## src/rtl/xmp_pkg.sv

```systemverilog
package xmp_pkg;
  localparam int XMP_WR_PORTS = 2;
  localparam int XMP_RD_PORTS = 2;

  // banks needed for m writers and n readers with XOR encoding
  function automatic int xmp_bank_count(input int m, input int n);
    return m * (m - 1 + n);
  endfunction
endpackage

```

## src/rtl/xmp_bank.sv

```systemverilog
module xmp_bank #(
  parameter int DW    = 16,
  parameter int DEPTH = 16,
  localparam int AW   = $clog2(DEPTH)
) (
  input  logic          clk,
  input  logic          rst,
  input  logic          we,
  input  logic [AW-1:0] waddr,
  input  logic [DW-1:0] wdata,
  input  logic [AW-1:0] raddr,
  output logic [DW-1:0] rdata
);
  logic [DW-1:0] mem [DEPTH];

  // read-first: a read at the edge of a write returns the earlier word
  always_ff @(posedge clk) begin
    if (rst) begin
      for (int i = 0; i < DEPTH; i++) mem[i] <= '0;
      rdata <= '0;
    end else begin
      if (we) mem[waddr] <= wdata;
      rdata <= mem[raddr];
    end
  end
endmodule

```

## src/rtl/xmp_wr_stage.sv

```systemverilog
module xmp_wr_stage #(
  parameter int DW    = 16,
  parameter int DEPTH = 16,
  localparam int AW   = $clog2(DEPTH)
) (
  input  logic          clk,
  input  logic          rst,
  input  logic          req_en,
  input  logic [AW-1:0] req_addr,
  input  logic [DW-1:0] req_data,
  input  logic          req_zero,   // collision loser: clear own group
  input  logic          req_raw,    // collision winner: store data unencoded
  input  logic [DW-1:0] old_q,      // other group's word, read at request edge
  input  logic          peer_en,    // other group's commit in this cycle
  input  logic [AW-1:0] peer_addr,
  input  logic [DW-1:0] peer_val,
  output logic          cm_en,
  output logic [AW-1:0] cm_addr,
  output logic [DW-1:0] cm_val
);
  logic [DW-1:0] data_q;
  logic          zero_q, raw_q, fwd_hit_q;
  logic [DW-1:0] fwd_val_q;
  logic [DW-1:0] other_word;

  always_ff @(posedge clk) begin
    if (rst) begin
      cm_en     <= 1'b0;
      cm_addr   <= '0;
      data_q    <= '0;
      zero_q    <= 1'b0;
      raw_q     <= 1'b0;
      fwd_hit_q <= 1'b0;
      fwd_val_q <= '0;
    end else begin
      cm_en     <= req_en;
      cm_addr   <= req_addr;
      data_q    <= req_data;
      zero_q    <= req_zero;
      raw_q     <= req_raw;
      // the peer writes its group at this very edge; the bank read misses it
      fwd_hit_q <= peer_en && (peer_addr == req_addr);
      fwd_val_q <= peer_val;
    end
  end

  assign other_word = fwd_hit_q ? fwd_val_q : old_q;

  always_comb begin
    if (zero_q)     cm_val = '0;
    else if (raw_q) cm_val = data_q;
    else            cm_val = data_q ^ other_word;
  end

  assert_commit_next_edge_R3: assert property (@(posedge clk) disable iff (rst)
    req_en |=> (cm_en && cm_addr == $past(req_addr)));

  assert_loser_clears_R6: assert property (@(posedge clk) disable iff (rst)
    (req_en && req_zero) |=> (cm_val == '0));
endmodule

```

## src/rtl/xor_multiport_mem.sv

```systemverilog
module xor_multiport_mem #(
  parameter int DW    = 16,
  parameter int DEPTH = 16,
  localparam int AW   = $clog2(DEPTH)
) (
  input  logic          clk,
  input  logic          rst,
  input  logic          wa_en,
  input  logic [AW-1:0] wa_addr,
  input  logic [DW-1:0] wa_data,
  input  logic          wb_en,
  input  logic [AW-1:0] wb_addr,
  input  logic [DW-1:0] wb_data,
  input  logic [AW-1:0] rd0_addr,
  output logic [DW-1:0] rd0_data,
  input  logic [AW-1:0] rd1_addr,
  output logic [DW-1:0] rd1_data
);
  import xmp_pkg::*;

  localparam int NRD = XMP_RD_PORTS;
  localparam int NGR = XMP_WR_PORTS;
  localparam int BPG = xmp_bank_count(NGR, NRD) / NGR;  // banks per group

  logic [AW-1:0] rd_addr [NRD];
  logic [DW-1:0] rd_word [NRD];
  logic [DW-1:0] bank_q  [NGR][BPG];

  logic          cm_en   [NGR];
  logic [AW-1:0] cm_addr [NGR];
  logic [DW-1:0] cm_val  [NGR];
  logic [AW-1:0] enc_raddr [NGR];

  logic coll;

  assign rd_addr[0] = rd0_addr;
  assign rd_addr[1] = rd1_addr;
  assign rd0_data   = rd_word[0];
  assign rd1_data   = rd_word[1];

  // same address in the same cycle: group B wins
  assign coll = wa_en && wb_en && (wa_addr == wb_addr);

  // bank 0 of a group feeds the other port's encode read
  assign enc_raddr[0] = wb_addr;
  assign enc_raddr[1] = wa_addr;

  xmp_wr_stage #(.DW(DW), .DEPTH(DEPTH)) u_wr_a (
    .clk, .rst,
    .req_en(wa_en), .req_addr(wa_addr), .req_data(wa_data),
    .req_zero(coll), .req_raw(1'b0),
    .old_q(bank_q[1][0]),
    .peer_en(cm_en[1]), .peer_addr(cm_addr[1]), .peer_val(cm_val[1]),
    .cm_en(cm_en[0]), .cm_addr(cm_addr[0]), .cm_val(cm_val[0])
  );

  xmp_wr_stage #(.DW(DW), .DEPTH(DEPTH)) u_wr_b (
    .clk, .rst,
    .req_en(wb_en), .req_addr(wb_addr), .req_data(wb_data),
    .req_zero(1'b0), .req_raw(coll),
    .old_q(bank_q[0][0]),
    .peer_en(cm_en[0]), .peer_addr(cm_addr[0]), .peer_val(cm_val[0]),
    .cm_en(cm_en[1]), .cm_addr(cm_addr[1]), .cm_val(cm_val[1])
  );

  for (genvar g = 0; g < NGR; g++) begin : g_grp
    for (genvar j = 0; j < BPG; j++) begin : g_bank
      logic [AW-1:0] ra;
      if (j == 0) begin : g_enc
        assign ra = enc_raddr[g];
      end else begin : g_rd
        assign ra = rd_addr[j-1];
      end
      xmp_bank #(.DW(DW), .DEPTH(DEPTH)) u_bank (
        .clk, .rst,
        .we(cm_en[g]), .waddr(cm_addr[g]), .wdata(cm_val[g]),
        .raddr(ra), .rdata(bank_q[g][j])
      );
    end
  end

  for (genvar r = 0; r < NRD; r++) begin : g_dec
    assign rd_word[r] = bank_q[0][r+1] ^ bank_q[1][r+1];
  end

  assert_b_commit_R4: assert property (@(posedge clk) disable iff (rst)
    wb_en |=> (cm_en[1] && cm_addr[1] == $past(wb_addr)));

  assert_collision_b_raw_R6: assert property (@(posedge clk) disable iff (rst)
    coll |=> (cm_val[1] == $past(wb_data)));

  assert_replicas_agree_R9: assert property (@(posedge clk) disable iff (rst)
    (rd0_addr == rd1_addr) |=> (rd0_data == rd1_data));
endmodule

```

## config.mk

```make
export PLATFORM = sky130hd
export DESIGN_NAME = xor_multiport_mem
export DESIGN_NICKNAME = d
export VERILOG_FILES = /design/src/rtl/xmp_pkg.sv /design/src/rtl/xmp_bank.sv /design/src/rtl/xmp_wr_stage.sv /design/src/rtl/xor_multiport_mem.sv
export SDC_FILE = /design/constraint.sdc
export NUM_CORES = 1
export LEC_CHECK = 0
export BUFFER_PORTS_ARGS = -buffer_cell sky130_fd_sc_hd__buf_4
export CORE_ASPECT_RATIO = 1.25
export CORE_MARGIN = 2
export CORE_UTILIZATION = 60
export DETAILED_ROUTE_END_ITERATION = 10
export PLACE_DENSITY = 0.78
export SLEW_MARGIN = 20
export SYNTH_ARGS = -nofsm -noshare
export SYNTH_HDL_FRONTEND = slang
export SYNTH_SLANG_ARGS = --single-unit
```

## constraint.sdc

```tcl
create_clock -name clk -period 4.75 [get_ports clk]
set_clock_uncertainty 0.05 [all_clocks]
set_input_delay 0.95 -clock clk [delete_from_list [all_inputs] [get_ports clk]]
set_output_delay 0.95 -clock clk [all_outputs]
set_load 0.005 [all_outputs]
```

==> results.txt, run 1 <==
Synth area leader = edfxtp_1
Pin count of the biggest net entering global routing = 70
I/O Pins = 84
Worst endpoint data arrival time = 3.54 ns
RSZ-0062 raised after global routing = no
Final Hold Fails = 0
Layout Nets = 3,049
Initial antenna violation count = 1
Die width = 224.8 µm
Max VDD drop = 0.3065 mV
Core area = 60,530 µm²
Cts hold-fix bufs = 0
WL final = 131,100 µm
H-tree Lvls = 3
Synth Area in Adders = 0%
Max Buffers Root-to-Sink = 3
Std cell rows = 101
Req. time, crit path = 5.25 ns
Syn_nets = 3,082
Slew Limit Headroom = 18.89%
First-pass GRT wire length = 185,700 µm
Fill cell count = 4,479
Ys async rst share = 0%
Number of port buffers = 83
CP max FO = 29
Post-synth top area share = 42.05%
Fin Setup TNS = 0 ns
Multi-input gate area = 16,020 µm²
Critical Path Source = rst
Sink Count = 685
# setup viols final = 0
Worst slack, placed = 1.202 ns
Root buf cell = clkbuf_16
Routability-driven placement congestion ratio = 0.9849
Post-DP HPWL = 83,260 µm
Period utilization = 64.01%
Number of synthesized flops with an enable pin = 512
Post-CTS Setup Bufs = 0
R2r startpoint = u_wr_b.fwd_hit_q
Area Growth Syn to Fin = 8.488%
Sequential Area = 18,840 µm²
Post-route cell area = 39,660 µm²
Placed cell areas = 37,320 µm²
Via count = 27,311
Compound-Gate Fraction of Synth Area = 7.194%
Grt total ovfl = 0
Worst r2r path cells = 4
Vias in the first global route = 27,170
Wire per inst = 34.29 µm
Full die area = 62,930 µm²
Synthesized area = 36,560 µm²
Final hold slack = 0.4726 ns
Sequential share of the synthesized area = 51.53%
Setup CP Type = primary input to flip-flop
Worst-path clk slew = 0.06 ns
Status = finished clean
Post-synthesis register bit count = 685
Syn_area_per_cell = 12.07 µm²
Worst Hold Class = primary input to flip-flop
Mux share of post-synthesis cell area = 23.47%
Ys flop type = edfxtp_1
Post-Place Cells = 3,697
Post-Synth XOR/XNOR Area = 2.026%
Routed vias/inst = 7.146
Synth Area in Simple Gates = 10.87%
Share of cells above drive strength 1 = 14.76%
Critical Path Start Type = primary input
Initial core utilization = 60.40%
Combinational family with the most area after synthesis = multiplexers
Tmin final = 3.041 ns
Hold_sp = wb_data[0]
Worst slew pin tran = 1.211 ns
Leakage power = 15.43 nW
Initial DRC count = 4,339
Final worst setup slack = 1.709 ns
FMAX = 0.3289 GHz
CTS tree = built
Die Y = 280.0 µm
GRT Total Usage = 41.69%
Post-route insts no fill = 3,822
Clock Latency Late Sink = 0.63 ns
Critical path capture point type = flip-flop
CTS Buf Count = 70
Initial DRT Pass Iterations = 8
Syn Inst Count = 3,030
Yosys Warn Count = 0
Ranking of synthesized cells by area = edfxtp_1, mux2i_1, dfxtp_1
Hold depth = 2
Remaining DRCs = 0
Max Cap Viol = 0
Slew Viols, Final = 0
Pwr/cell area = 373.2 nW/µm²
# resized after CTS = 0
Yosys cell types = 47
Post-route ant nets = 0
-- power breakdown --
group / switching, W / total (W) / internal [W]
sequential: 0.000252 / 0.00697 / 0.00671
clock: 0.00240 / 0.00569 / 0.00329
combinational: 0.00141 / 0.00214 / 0.000739
total: 0.00406 / 0.0148 / 0.0107
-- metal layers --
layer	up-vias	track usage (%)	routed length [µm]
met5	-	0	13
met2	2376	64.74	59650
met3	635	9.949	15660
met1	13192	49.34	42510
met4	2	34.44	13220
li1	11106	-	-
-- cell usage in the layout, fill, tap and decap left out, drive strengths merged, types with 35 or more instances in the layout --
cell type	instances
xor2	37
buf	179
clkbuf	109
nor2	568
a22oi	250
nand2b	82
o21ai	47
edfxtp	512
xnor2	39
o22ai	35
nand3	64
mux2i	567
mux4	123
nor2b	57
dfxtp	173
nand2	125
-- area by class of cell --
type	count	area share, %
multi-input cells	2060	40.39
clock buffers	109	5.442
repair buffers	179	3.814
clock inverters	15	0.4038
inverters	1	0.009464
diodes	1	0.006309
flip-flops and latches	685	47.50
well taps	772	2.435
-- cell families after synthesis --
family          after synthesis
simple gates                914
mux                         700
flops                       685
compound gates              370
buf+inv                     285
xor+xnor                     76
-- state kept, by name, indices dropped and copies added, names as in the netlist, 4 cells and up --
signal	flops
g_grp.g_bank.u_bank.mem	512
g_grp.g_bank.u_bank.rdata	96
u_wr_a.data_q	16
u_wr_a.fwd_val_q	16
u_wr_b.data_q	16
u_wr_b.fwd_val_q	16
u_wr_a.cm_addr	4
u_wr_b.cm_addr	4
-- path summary, 6_finish.rpt --
kind / to / slack [ns]
max: g_grp[1].g_bank[0].u_bank.rdata[7] / 1.71
min: u_wr_b.data_q[0] / 0.47
max reg2reg: g_grp[1].g_bank[2].u_bank.mem[12][12] / 1.88
min reg2reg: u_wr_b.fwd_hit_q / 0.48
-- per-stage QoR --
stage                     utilization (%)  power (W)
after detailed placement            61.66   0.009131
after floorplan                         -   0.008309
after global placement              61.65   0.009091
after global routing                65.52    0.01508
final                               65.52    0.01480
after CTS                           65.49    0.01468
-- worst max-delay path, cell delays in order --
cell	delay, ns
buf_4	0.23
buf_4	0.28
nor2b_1	0.74
and2_1	0.74
a22oi_1	0.42
o21ai_0	0.17
-- Yosys cell counts, drive strengths merged (37+ instances only) --
cell type    n
nor2       568
xnor2       39
edfxtp     512
mux4       123
nand3       64
mux2i      567
buf        180
dfxtp      173
o21ai       47
nor2b       57
clkbuf     104
nand2      125
a22oi      250
xor2        37
nand2b      82
No activity file was read; power rests on OpenSTA's default activity.
==> run 2, diff against run 1 <==
==> constraint.sdc (replaced) <==
create_clock -name clk -period 3.1 [get_ports clk]
set_clock_uncertainty 0.05 [all_clocks]
set_input_delay 0.62 -clock clk [delete_from_list [all_inputs] [get_ports clk]]
set_output_delay 0.62 -clock clk [all_outputs]
set_load 0.005 [all_outputs]
==> run 2 against run 1 <==
  * Utilization up 1.5 points
  * Non-clock buffer count up 91
  * Cell count is 2.6% higher
  * Via count rose by 1.2%
  * Critical endpoint is now g_grp[0].g_bank[2].u_bank.mem[0][12]
==> results.txt, run 2 (synthesis results as in run 1) <==
Status = finished clean
Root buf cell = clkbuf_16
GRT Total Usage = 42.27%
Seq pwr share = 46.9%
RSZ-0062 raised after global routing = no
Period utilization = 84.06%
Initial DRC count = 3,891
Worst Hold Class = primary input to flip-flop
Clock share of power = 38.6%
Worst slew pin tran = 1.141 ns
Tmin final = 2.606 ns
Metal-1 WL = 42,050 µm
Critical Path Start Type = flip-flop
Max FFs per register = 512
Initial antenna violation count = 5
CP max stage cell = dfxtp_1
CP Buf/Inv Count = 0
R2R Setup Slk = 0.49 ns
Int Power = 0.01661 W
Post-CTS Setup Bufs = 0
Commonest non-fill, non-tap cell in the layout = mux2i_1
Fin Setup TNS = 0 ns
Wire per inst = 33.62 µm
Net Switching = 0.006232 W
Grt total ovfl = 0
Post-Place Cells = 3,788
Sequential Area = 18,840 µm²
Metal2 WL = 59,910 µm
Number of port buffers = 83
Setup CP Type = flip-flop to flip-flop
Max Buffers Root-to-Sink = 3
CP max FO = 17
Slew Viols, Final = 0
Worst-path clk slew = 0.07 ns
Slew Limit Headroom = 23.59%
Std cell rows = 101
Hold_sp = wb_data[5]
Worst endpoint data arrival time = 3.01 ns
Worst path max stage delay = 0.83 ns
Die Y = 280.0 µm
H-tree Lvls = 3
Sw frac = 27.28%
DR WL met3 = 15,760 µm
WL final = 131,800 µm
Critical path capture point type = flip-flop
Post-route insts no fill = 3,920
Vias in the first global route = 27,628
Post-route ant nets = 0
Max Cap Viol = 0
Via count = 27,652
Multi-input gate area = 15,990 µm²
CTS tree = built
Most frequent cells in the layout = mux2i_1, nor2_1, edfxtp_1
CTS Buf Count = 71
Pwr/cell area = 562.9 nW/µm²
Final Hold Fails = 0
Initial core utilization = 60.40%
Fill cell count = 4,422
Critical Path, Cell by Cell = mux2i_1 > xnor2_1 > nand2b_1 > nor2_1
Largest Register = g_grp.g_bank.u_bank.mem
Reg-to-reg critical path endpoint = g_grp[0].g_bank[2].u_bank.mem[0][12]
Max VDD drop = 0.5503 mV
Total power draw = 0.02285 W
Cts hold-fix bufs = 0
Share of cells above drive strength 1 = 17.52%
Worst r2r path cells = 4
Area Growth Syn to Fin = 11.01%
# setup viols final = 0
Initial DRT Pass Iterations = 6
Combinational Power Share = 14.6%
Hold depth = 2
Remaining DRCs = 0
Crit path max-delay family = simple AND/OR/NAND/NOR gates
Highest metal used = met5
FMAX = 0.3837 GHz
Worst min-delay path endpoint = u_wr_b.data_q[5]
Full die area = 62,930 µm²
First-pass GRT wire length = 188,700 µm
R2r startpoint = u_wr_a.fwd_hit_q
Routability-driven placement congestion ratio = 1.009
Core area = 60,530 µm²
Leakage power = 15.98 nW
Routed vias/inst = 7.054
Pin count of the biggest net entering global routing = 66
Post-DP HPWL = 89,060 µm
Die width = 224.8 µm
# resized after CTS = 0
I/O Pins = 84
Final worst setup slack = 0.4941 ns
Top flop regs = g_grp.g_bank.u_bank.mem (512), g_grp.g_bank.u_bank.rdata (96)
Worst slack, placed = 0.3669 ns
Clock Latency Late Sink = 0.63 ns
Layout Nets = 3,141
Req. time, crit path = 3.51 ns
Sink Count = 685
==> run 2: cell types whose count changed in the layout (fill, tap and decap cells not counted), sizes merged <==
cell	previous run	this run
clkinv	10	25
clkbuf	109	93
buf	179	270
inv	1	5
diode	1	3
bufinv	3	6
clkinvlp	2	1
==> run 2: routing by layer <==
metal / GRT usage [%] / vias to the layer above
met3: 10.32 / 704
met4: 37.46 / 6
met2: 65.76 / 2240
li1: - / 11289
met5: 0 / -
met1: 48.74 / 13413
==> run 2: worst reg2reg max path: cells and delay by family (launching register included) <==
| family | cells | cell delay [ns] |
|---|---|---|
| DFF | 1 | 0.83 |
| and+or+nand+nor | 2 | 0.92 |
| xor gates and xnor gates | 1 | 0.45 |
| muxes | 1 | 0.20 |
==> run 2: area by class of cell <==
cell class                      instances  share of cell area, %
Antenna cell                            3                0.01850
Clock inverter                         36                 0.8756
Sequential cell                       685                  46.42
Clock buffer                           93                  4.961
Inverter                                1               0.009249
Timing Repair Buffer                  270                  5.935
Tap cell                              772                  2.380
Multi-Input combinational cell       2060                  39.40
==> run 2: worst max path at each step <==
| stage | start | endpoint | cells past startpoint |
|---|---|---|---|
| global placement | rd1_addr[0] | g_grp[1].g_bank[2].u_bank.rdata[15] | 7 |
| floorplan | rst | g_grp[0].g_bank[1].u_bank.mem[15][0] | 4 |
| detailed placement | rd1_addr[0] | g_grp[1].g_bank[2].u_bank.rdata[15] | 7 |
| finish | u_wr_a.fwd_hit_q | g_grp[0].g_bank[2].u_bank.mem[0][12] | 4 |
| CTS | u_wr_a.fwd_hit_q | g_grp[0].g_bank[2].u_bank.mem[8][15] | 4 |
| global route | u_wr_a.fwd_hit_q | g_grp[0].g_bank[2].u_bank.mem[11][10] | 4 |
==> run 2: power by group through the flow <==
stage                     Sequential [W]  Combinational [W]  Clock (W)
after floorplan                   0.0107            0.00208          0
after global placement            0.0109            0.00315          0
after detailed placement          0.0109            0.00320          0
after CTS                         0.0107            0.00321    0.00878
after global routing              0.0107            0.00342    0.00916
final                             0.0107            0.00332    0.00881
==> run 2: per-stage QoR <==
| stage | hold slack (ns) | cell area, µm² | utilization [%] |
|---|---|---|---|
| 4_1_cts | 0.1439 | 40570 | 67.03 |
| 6_report | 0.1589 | 40580 | 67.04 |
| 2_1_floorplan | 0.4453 | 36560 | - |
| 3_3_place_gp | 0.5394 | 38200 | 63.11 |
| 3_5_place_dp | 0.5514 | 38200 | 63.11 |
| 5_1_grt | 0.1721 | 40580 | 67.03 |
